==> src/rtl/wtr_pkg.sv <==
package wtr_pkg;

    typedef enum logic [1:0] {
        SLOT_OFF   = 2'd0,
        SLOT_WORD  = 2'd1,
        SLOT_RANGE = 2'd2,
        SLOT_TRANS = 2'd3
    } slot_mode_e;

    typedef enum logic [1:0] {
        ACQ_IDLE  = 2'd0,
        ACQ_FIRST = 2'd1,
        ACQ_RUN   = 2'd2
    } acq_state_e;

endpackage

==> src/rtl/wtr_acq_fsm.sv <==
module wtr_acq_fsm
    import wtr_pkg::*;
(
    input  logic clk,
    input  logic rst_n,
    input  logic acq_start,
    input  logic acq_stop,
    input  logic sample_valid,
    output logic active,
    output logic first
);

    acq_state_e state_q;
    acq_state_e state_d;

    always_comb begin
        state_d = state_q;
        unique case (state_q)
            ACQ_IDLE: begin
                if (acq_start) state_d = ACQ_FIRST;
            end
            ACQ_FIRST: begin
                if (acq_start)         state_d = ACQ_FIRST;
                else if (acq_stop)     state_d = ACQ_IDLE;
                else if (sample_valid) state_d = ACQ_RUN;
            end
            ACQ_RUN: begin
                if (acq_start)     state_d = ACQ_FIRST;
                else if (acq_stop) state_d = ACQ_IDLE;
            end
            default: state_d = ACQ_IDLE;
        endcase
    end

    always_ff @(posedge clk or negedge rst_n) begin
        if (!rst_n) state_q <= ACQ_IDLE;
        else        state_q <= state_d;
    end

    always_comb begin
        active = 1'b0;
        first  = 1'b0;
        unique case (state_q)
            ACQ_IDLE:  begin active = 1'b0; first = 1'b0; end
            ACQ_FIRST: begin active = 1'b1; first = 1'b1; end
            ACQ_RUN:   begin active = 1'b1; first = 1'b0; end
            default:   begin active = 1'b0; first = 1'b0; end
        endcase
    end

endmodule

==> src/rtl/wtr_ref_bank.sv <==
module wtr_ref_bank #(
    parameter int DW    = 16,
    parameter int NSLOT = 16,
    parameter int SW    = 4
) (
    input  logic                clk,
    input  logic                rst_n,
    input  logic                take,
    input  logic [DW-1:0]       sample,
    input  logic [NSLOT-1:0]    reload,
    input  logic                wr_en,
    input  logic [SW-1:0]       wr_slot,
    input  logic [DW-1:0]       wr_data,
    output logic [NSLOT*DW-1:0] refs
);

    for (genvar i = 0; i < NSLOT; i++) begin : g_ref
        logic [DW-1:0] ref_q;
        logic          do_reload;
        logic          do_write;

        assign do_reload = take && reload[i];
        assign do_write  = wr_en && (int'(wr_slot) == i);

        always_ff @(posedge clk or negedge rst_n) begin
            if (!rst_n)         ref_q <= '0;
            else if (do_reload) ref_q <= sample;
            else if (do_write)  ref_q <= wr_data;
        end

        assign refs[i*DW +: DW] = ref_q;
    end

endmodule

==> src/rtl/wtr_slot_eval.sv <==
module wtr_slot_eval
    import wtr_pkg::*;
#(
    parameter int DW       = 16,
    parameter int GW       = 4,
    parameter int NGROUP   = 4,
    parameter int GSW      = 2,
    parameter bit RANGE_OK = 1'b0
) (
    input  logic [DW-1:0]  sample,
    input  logic [DW-1:0]  prev,
    input  logic [DW-1:0]  ref_own,
    input  logic [DW-1:0]  ref_upper,
    input  logic [1:0]     mode,
    input  logic [DW-1:0]  mask,
    input  logic [1:0]     edge_sel,
    input  logic [GSW-1:0] group,
    input  logic           trans_ok,
    input  logic           silenced,
    output logic           hit
);

    logic [DW-1:0] s_m, lo_m, hi_m;
    logic [GW-1:0] cur_g, prv_g;
    logic          rise, fall, word_hit, range_hit, trans_hit;
    int            gi;

    assign s_m  = sample & mask;
    assign lo_m = ref_own & mask;
    assign hi_m = ref_upper & mask;

    always_comb begin
        gi    = int'(group);
        cur_g = '0;
        prv_g = '0;
        if (gi < NGROUP) begin
            cur_g = sample[gi*GW +: GW];
            prv_g = prev[gi*GW +: GW];
        end
    end

    assign rise      = |(cur_g & ~prv_g);
    assign fall      = |(~cur_g & prv_g);
    assign word_hit  = ((sample ^ ref_own) & mask) == '0;
    assign range_hit = RANGE_OK && (s_m >= lo_m) && (s_m <= hi_m);
    assign trans_hit = trans_ok && ((edge_sel[0] && rise) || (edge_sel[1] && fall));

    always_comb begin
        hit = 1'b0;
        unique case (slot_mode_e'(mode))
            SLOT_OFF:   hit = 1'b0;
            SLOT_WORD:  hit = word_hit;
            SLOT_RANGE: hit = range_hit;
            SLOT_TRANS: hit = trans_hit;
            default:    hit = 1'b0;
        endcase
        if (silenced) hit = 1'b0;
    end

endmodule

==> src/rtl/wtr_recognizer.sv <==
module wtr_recognizer
    import wtr_pkg::*;
#(
    parameter int DATA_W      = 16,
    parameter int GROUP_W     = 4,
    parameter int SLOTS       = 16,
    parameter int RANGE_PAIRS = 4,
    localparam int NGROUP     = DATA_W / GROUP_W,
    localparam int GSW        = (NGROUP > 1) ? $clog2(NGROUP) : 1,
    localparam int SW         = (SLOTS > 1) ? $clog2(SLOTS) : 1
) (
    input  logic                   clk,
    input  logic                   rst_n,
    input  logic                   acq_start,
    input  logic                   acq_stop,
    input  logic                   sample_valid,
    input  logic [DATA_W-1:0]      sample_data,
    input  logic [SLOTS*2-1:0]     cfg_mode,
    input  logic [SLOTS*DATA_W-1:0] cfg_mask,
    input  logic [SLOTS*2-1:0]     cfg_edge,
    input  logic [SLOTS*GSW-1:0]   cfg_group,
    input  logic                   ref_wr_en,
    input  logic [SW-1:0]          ref_wr_slot,
    input  logic [DATA_W-1:0]      ref_wr_data,
    input  logic [SLOTS-1:0]       reload_mask,
    output logic [SLOTS-1:0]       match,
    output logic                   match_vld
);

    logic                    active, first, take;
    logic [DATA_W-1:0]       prev_q;
    logic [SLOTS*DATA_W-1:0] refs;
    logic [SLOTS-1:0]        hits;

    wtr_acq_fsm u_fsm (
        .clk          (clk),
        .rst_n        (rst_n),
        .acq_start    (acq_start),
        .acq_stop     (acq_stop),
        .sample_valid (sample_valid),
        .active       (active),
        .first        (first)
    );

    assign take = sample_valid && active;

    wtr_ref_bank #(.DW(DATA_W), .NSLOT(SLOTS), .SW(SW)) u_refs (
        .clk     (clk),
        .rst_n   (rst_n),
        .take    (take),
        .sample  (sample_data),
        .reload  (reload_mask),
        .wr_en   (ref_wr_en),
        .wr_slot (ref_wr_slot),
        .wr_data (ref_wr_data),
        .refs    (refs)
    );

    always_ff @(posedge clk or negedge rst_n) begin
        if (!rst_n)         prev_q <= '0;
        else if (acq_start) prev_q <= '0;
        else if (take)      prev_q <= sample_data;
    end

    for (genvar i = 0; i < SLOTS; i++) begin : g_slot
        localparam bit CAN_RANGE = ((i % 2) == 0) && ((i / 2) < RANGE_PAIRS) && (i + 1 < SLOTS);
        localparam int UP        = (i + 1) % SLOTS;
        logic silenced;

        if ((i % 2) == 1 && ((i - 1) / 2) < RANGE_PAIRS) begin : g_partner
            assign silenced = (cfg_mode[(i-1)*2 +: 2] == 2'(SLOT_RANGE));
        end else begin : g_alone
            assign silenced = 1'b0;
        end

        wtr_slot_eval #(
            .DW(DATA_W), .GW(GROUP_W), .NGROUP(NGROUP), .GSW(GSW), .RANGE_OK(CAN_RANGE)
        ) u_eval (
            .sample    (sample_data),
            .prev      (prev_q),
            .ref_own   (refs[i*DATA_W +: DATA_W]),
            .ref_upper (refs[UP*DATA_W +: DATA_W]),
            .mode      (cfg_mode[i*2 +: 2]),
            .mask      (cfg_mask[i*DATA_W +: DATA_W]),
            .edge_sel  (cfg_edge[i*2 +: 2]),
            .group     (cfg_group[i*GSW +: GSW]),
            .trans_ok  (!first),
            .silenced  (silenced),
            .hit       (hits[i])
        );
    end

    always_ff @(posedge clk or negedge rst_n) begin
        if (!rst_n) begin
            match     <= '0;
            match_vld <= 1'b0;
        end else if (take) begin
            match     <= hits;
            match_vld <= 1'b1;
        end else begin
            match     <= '0;
            match_vld <= 1'b0;
        end
    end

endmodule

==> config.mk <==
export PLATFORM = sky130hd
export DESIGN_NAME = wtr_recognizer
export DESIGN_NICKNAME = d
export VERILOG_FILES = /design/src/rtl/wtr_pkg.sv /design/src/rtl/wtr_acq_fsm.sv /design/src/rtl/wtr_ref_bank.sv /design/src/rtl/wtr_slot_eval.sv /design/src/rtl/wtr_recognizer.sv
export SDC_FILE = /design/constraint.sdc
export NUM_CORES = 1
export LEC_CHECK = 0
export CORE_MARGIN = 2
export CORE_UTILIZATION = 60
export DETAILED_ROUTE_END_ITERATION = 6
export DONT_BUFFER_PORTS = 1
export PLACE_DENSITY = 0.77
export SYNTH_ARGS = -nofsm -noshare
export SYNTH_HDL_FRONTEND = slang
export SYNTH_SLANG_ARGS = --single-unit
==> constraint.sdc <==
create_clock -name clk -period 2.47 [get_ports clk]
set_input_delay 0 -clock clk [delete_from_list [all_inputs] [get_ports clk]]
set_output_delay 0 -clock clk [all_outputs]
set_load 0.05 [all_outputs]
==> impl_results.md, run 1 <==
- Avg WL per Cell: 32.3 um
- Clock Latency Late Sink: 570 ps
- Delay-heaviest family, CP: compound AO/OA/AOI/OAI gates
- Initial antenna violation count: 18
- Critical Path, Cell by Cell: mux4_2 > inv_1 > a22o_1 > o21ai_0 > a211oi_1 > a21oi_1 > nor3_1
- First-pass GRT wire length: 159000 um
- Fill count: 3006
- Post-synth cell types: 56
- Rel. slew slack: 13.6%
- Critical Path Slowest Stage Cell: dfrtp_1
- Hold Violations, Final: 294
- Synth Instances: 2708
- Critical Path AT: 2890 ps
- DRC: 0
- Initial DRC Count: 3544
- Ys async rst share: 100%
- Crit Path Max Fanout: 17
- Max-slew violation count: 0
- Setup WS pre-CTS: -59.9 ps
- Vias: 24420
- Critical Path RT: 2910 ps
- Seq cells post-synth: 291
- Min setup slack post-route: 29.1 ps
- Final Power: 25.2 mW
- Cells after DPL: 3028
- Avg Cell Area, Syn: 9.24 um^2
- CTS max path bufs: 3
- Sequential element share of the synthesized area: 29.1%
- Htree depth: 2
- Worst Path Buf+Inv: 1
- Final setup fails: 0
- Critical path type: reg2reg
- Die height: 208 um
- Peak supply drop: 698 uV
- Worst-margin pin slew: 1290 ps
- Crit end category: flop
- Clock Sinks: 291
- Vias in the first global route: 24490
- Violated checks: hold timing
- Overflow after GRT: 0
- P&R area growth vs syn: 16.7%
- Vias per Instance: 7.21
- GPL Wtd Cong: 0.978
- Maxcap violations: 0
- Design Area, Final: 0.0292 mm^2
- Core box area: 0.0410 mm^2
- Initial core utilization: 61.0%
- Clock transition at path regs: 60 ps
- Post-Syn Area: 0.0250 mm^2
- Row Count: 74
- Layout cells sized above 1: 10.6%
- Post-route ant nets: 0
- Tightest hold margin: -853 ps
- I/O Pins: 427
- Startpoint Class: flop
- Achievable frequency: 0.410 GHz
- Port-buffer cells: 0
- Layout Cells excl Fill: 3387
- Status: finished, violations left
- Cell area power density: 862 mW/mm^2
- Leak: 12.2 nW
- Pre-antenna DRT Iters: 7
- CTS tree: done
- Final period util: 98.8%
- Ys Warns: 0
- Max stage delay on crit path: 690 ps
- Post-DP HPWL: 61000 um
- Synth Flop Type: dfrtp_1
- Post-Route WL: 109000 um
- Hold WC Path Type: in2async
- Final #Nets: 3348
- CTS Root Cell: clkbuf_16
- Largest net degree at the start of global routing: 292
- Total GRT Usage: 49.8%
- Finished Core Util: 71.2%
- DP Area: 0.0248 mm^2
- Full die area: 0.0434 mm^2
- Fin Clk Skew: 21.7 ps
- Final min period: 2440 ps
- Num CTS Buffers: 37
- Post-Syn Nets: 3242
- EDFF count, synth: 0
- Die Span X: 208 um
[layout by cell type (no fill, tap or decap), types with 66 or more instances in the layout]
cell type and instances:
o21ai_0 299, nand2_1 461, a21oi_1 66, ha_1 124, dfrtp_1 280, dlygate4sd3_1 244
mux2i_1 271, mux4_2 120, xor2_1 256, a22oi_1 85
[power breakdown]
group	internal, mW	switching, mW	leakage [nW]
clock	3.03	2.33	0.558
sequential	6.84	2.22	3.65
combinational	5.18	5.61	7.96
[Yosys cell counts (33+ instances only)]
cell | count | share of area, %
nand2_1 | 461 | 6.9
o21ai_0 | 299 | 6.0
dfrtp_1 | 291 | 29
mux2i_1 | 271 | 11
xor2_1 | 256 | 9.0
clkbuf_1 | 132 | 2.0
ha_1 | 124 | 6.2
mux4_2 | 120 | 11
a22oi_1 | 89 | 2.7
buf_2 | 73 | 1.5
a21oi_1 | 66 | 1.3
and2_1 | 64 | 1.6
inv_1 | 63 | 0.94
nor2_1 | 35 | 0.52
a22o_1 | 33 | 1.2
nand4_1 | 33 | 0.82
[metal layers]
layer	vias to the layer above	wire (um)	GRT usage (%)
li1	9988	-	-
met1	11537	36900	59.8
met2	2234	45100	70.9
met3	657	17900	22.7
met4	4	9390	34.6
met5	-	27	0
[kinds of logic (layout without fill, tap and decap cells)]
family | count (synthesis) | count (layout) | share of synthesized area, %
fa+ha+maj | 124 | 124 | 6.20
xor+xnor | 256 | 256 | 8.96
buf+inv | 315 | 447 | 5.75
simple gates | 702 | 702 | 12.6
compound gates | 621 | 621 | 15.4
flops | 291 | 291 | 29.1
mux | 399 | 399 | 22.0
other cells | 0 | 15 | 0
[flip-flops by register name, summed over array words and instances (netlist names)]
name	count
u_refs.g_ref.ref_q	256
match	16
u_fsm.state_q	2
prev_q	16
match_vld	1
[repair_timing]
action | in CTS | in global routing
setup buffers | 0 | 5
hold buffers | 273 | 5
resized for setup | 2 | 35
pin swaps | 0 | 3
setup endpoints to repair | 2 | 26
endpoints found under the hold margin | 581 | 297
gates cloned | 0 | 0
[through the flow]
step	TNS (ps)	hold WS (ps)
final	0	-853
after global routing	-31.6	-862
after CTS	0	-861
after detailed placement	-97.2	-281
after global placement	0	-282
after floorplan	0	-296
[final cells by class]
type	instances	area, um^2	share of cell area (%)
diodes	15	37.5	0.128
clock buffers	51	1030	3.52
clock inverters	14	114	0.390
inverters	63	240	0.822
multi-input cells	2102	16400	56.2
flip-flops and latches	291	7300	25.0
well taps	532	666	2.28
repair buffers	319	3420	11.7
[final timing paths]
check                                                  start                                    to  slack (ps)  depth (start not counted)
worst max-delay path                   prev_q[7]$_DFFE_PN0P_                    match[1]$_DFF_PN0_          30                          7
min in group clk                                cfg_mask[32]                    match[2]$_DFF_PN0_         -60                          4
worst min register to register  u_fsm.state_q[0]$_DFFE_PN0P_          u_fsm.state_q[0]$_DFFE_PN0P_         570                          2
worst max register to register         prev_q[7]$_DFFE_PN0P_                    match[1]$_DFF_PN0_          30                          7
worst min-delay path                                   rst_n  u_refs.g_ref[5].ref_q[8]$_DFFE_PN0P_        -850                          0
max in group asynchronous                              rst_n  u_refs.g_ref[7].ref_q[7]$_DFFE_PN0P_        2730                          0
(Power assumes the default switching activity.)
==> inputs of run 2 (changes only) <==
--- a/config.mk
+++ b/config.mk
@@ -6,10 +6,11 @@
 export NUM_CORES = 1
 export LEC_CHECK = 0
 export CORE_MARGIN = 2
-export CORE_UTILIZATION = 60
+export CORE_UTILIZATION = 50
 export DETAILED_ROUTE_END_ITERATION = 6
 export DONT_BUFFER_PORTS = 1
-export PLACE_DENSITY = 0.77
+export HOLD_SLACK_MARGIN = 0.15
+export PLACE_DENSITY = 0.66
 export SYNTH_ARGS = -nofsm -noshare
 export SYNTH_HDL_FRONTEND = slang
 export SYNTH_SLANG_ARGS = --single-unit
==> impl_results.md, run 2 (synthesized netlist as in run 1, its figures left out) <==
- Avg WL per Cell: 31.5 um (was 32.3 um)
- Achievable frequency: 0.414 GHz (was 0.410 GHz)
- Critical path type: in2reg (was reg2reg)
- Total GRT Usage: 43.7% (was 49.8%)
- Met1 wire length: 41300 um (was 36900 um)
- Clock Sinks: 291 (unchanged)
- Max reg flops: 256 (unchanged)
- Htree depth: 2 (unchanged)
- Post-DP HPWL: 64800 um (was 61000 um)
- Cell area power density: 840 mW/mm^2 (was 862 mW/mm^2)
- Full die area: 0.0519 mm^2 (was 0.0434 mm^2)
- GPL Wtd Cong: 1.00 (was 0.978)
- Leak: 12.7 nW (was 12.2 nW)
- Final min period: 2410 ps (was 2440 ps)
- Crit end category: flop (unchanged)
- Final #Nets: 3465 (was 3348)
- Vias per Instance: 6.74 (was 7.21)
- Tightest hold margin: -852 ps (was -853 ps)
- Die height: 228 um (was 208 um)
- Worst-margin pin slew: 1270 ps (was 1290 ps)
- Vias in the first global route: 24849 (was 24490)
- Setup tns final: 0 ps (unchanged)
- Design Area, Final: 0.0306 mm^2 (was 0.0292 mm^2)
- Met3 WL post-DR: 15400 um (was 17900 um)
- Post-route ant nets: 0 (unchanged)
- Pre-antenna DRT Iters: 6 (was 7)
- Most frequent cells in the layout: nand2_1 (461), dlygate4sd3_1 (350), o21ai_0 (298), dfrtp_1 (277), mux2i_1 (271) (was nand2_1 (461), o21ai_0 (299), dfrtp_1 (280), mux2i_1 (271), xor2_1 (256))
- Top Layer Used: met5 (unchanged)
- Crit path top cell by count: dlygate4sd3_1
- Finished Core Util: 61.5% (was 71.2%)
- Layout cells sized above 1: 10.2% (was 10.6%)
- Critical Path Slowest Stage Cell: dlygate4sd3_1 (was dfrtp_1)
- Critical Path AT: 2890 ps (about the same)
- Fin Clk Skew: 23.0 ps (was 21.7 ps)
- Final setup fails: 0 (unchanged)
- Violated checks: hold timing (unchanged)
- P&R area growth vs syn: 22.2% (was 16.7%)
- Maxcap violations: 0 (unchanged)
- Rel. slew slack: 15.0% (was 13.6%)
- Core box area: 0.0498 mm^2 (was 0.0410 mm^2)
- CTS max path bufs: 3 (unchanged)
- Max stage delay on crit path: 850 ps (was 690 ps)
- Num CTS Buffers: 37 (unchanged)
- First-pass GRT wire length: 168000 um (was 159000 um)
- Clock transition at path regs: 60 ps (about the same)
- Clock Latency Late Sink: 570 ps (about the same)
- Peak supply drop: 559 uV (was 698 uV)
- CTS Root Cell: clkbuf_16 (unchanged)
- Leading cell type in the layout, fill and taps excluded: nand2_1 (unchanged)
- Crit Path Max Fanout: 34 (was 17)
- Regs by FF count: u_refs.g_ref.ref_q (256), match (16), prev_q (16) (unchanged)
- Post-Route WL: 115000 um (was 109000 um)
- DRC: 0 (unchanged)
- Largest net degree at the start of global routing: 292 (unchanged)
- Initial core utilization: 50.3% (was 61.0%)
- Initial antenna violation count: 20 (was 18)
- Top reg by flops: u_refs.g_ref.ref_q (unchanged)
- Worst Path Buf+Inv: 3 (was 1)
- Vias: 24572 (was 24420)
- DP Area: 0.0251 mm^2 (was 0.0248 mm^2)
- Critical Path, Cell by Cell: dlygate4sd3_1 > buf_16 > xor2_1 > a22oi_1 > dlygate4sd3_1 > nand4_1 > a2111oi_0 > nand2_1 > a31oi_1 (was mux4_2 > inv_1 > a22o_1 > o21ai_0 > a211oi_1 > a21oi_1 > nor3_1)
- CTS tree: done (unchanged)
- Delay-heaviest family, CP: buffers and inverters (was compound AO/OA/AOI/OAI gates)
- Die Span X: 228 um (was 208 um)
- Startpoint Class: input port (was flop)
- Critical Path RT: 2950 ps (was 2910 ps)
- Row Count: 82 (was 74)
- RSZ-0062 raised after global routing: false
- Cells after DPL: 3174 (was 3028)
- I/O Pins: 427 (unchanged)
- Hold Violations, Final: 291 (was 294)
- Max-slew violation count: 0 (unchanged)
- Initial DRC Count: 3253 (was 3544)
- Layout Cells excl Fill: 3643 (was 3387)
- Status: finished, violations left (unchanged)
- Met2 Wirelength: 50300 um (was 45100 um)
- Hold WC Path Type: in2async (unchanged)
- Port-buffer cells: 0 (unchanged)
- Final period util: 97.7% (was 98.8%)
- Overflow after GRT: 0 (unchanged)
## run 2: routing by layer
metal	global-route usage, %	vias to the layer above
li1	-	10226
met1	53.3	11944
met2	66.6	1862
met3	15.6	524
met4	25.5	16
met5	0	-
## run 2: power breakdown
group | total [mW] | switching, mW | internal [mW]
clock network | 5.43 | 2.30 | 3.13
logic | 11.3 | 5.76 | 5.51
registers | 9.01 | 2.17 | 6.84
## run 2: path summary, 6_finish.rpt
path / endpoint / slack (ps) / from / cells after the start
min in group clk: match[0]$_DFF_PN0_ / 160 / cfg_mask[13] / 9
worst max-delay path: match[0]$_DFF_PN0_ / 60 / sample_data[12] / 9
worst min-delay path: u_refs.g_ref[7].ref_q[8]$_DFFE_PN0P_ / -850 / rst_n / 0
max in group asynchronous: prev_q[3]$_DFFE_PN0P_ / 2770 / rst_n / 0
worst max register to register: match[2]$_DFF_PN0_ / 60 / prev_q[9]$_DFFE_PN0P_ / 6
worst min register to register: u_fsm.state_q[1]$_DFFE_PN0P_ / 570 / u_fsm.state_q[1]$_DFFE_PN0P_ / 2
## run 2: per-stage QoR
stage	power, mW	setup slack (ps)
after global routing	27.2	1.08
after global placement	17.4	184
final	25.7	56.2
after CTS	25.1	7.19
after floorplan	15.4	13.6
after detailed placement	17.8	105
## run 2: final cells by class
class	instances	area (um^2)
multi-input combinational	2102	16400
fill	4104	19200
antenna	17	42.5
clock buffer	53	1080
inverter	63	236
tap	672	841
sequential	291	7300
clock inverter	9	86.3
timing repair buffer	436	4650
## run 2: worst register-to-register path, delay by kind of cell (launching register included)
kind           cells  cell delay (ps)
flip-flops         1              570
multiplexers       1              570
AO/OA/AOI/OAI      5             1180
## run 2: repair_timing
item	4_1_cts	5_1_grt
endpoints found under the hold margin	582	292
resized for setup	0	34
hold buffers	383	3
setup endpoints to repair	0	58
buffers inserted	0	5
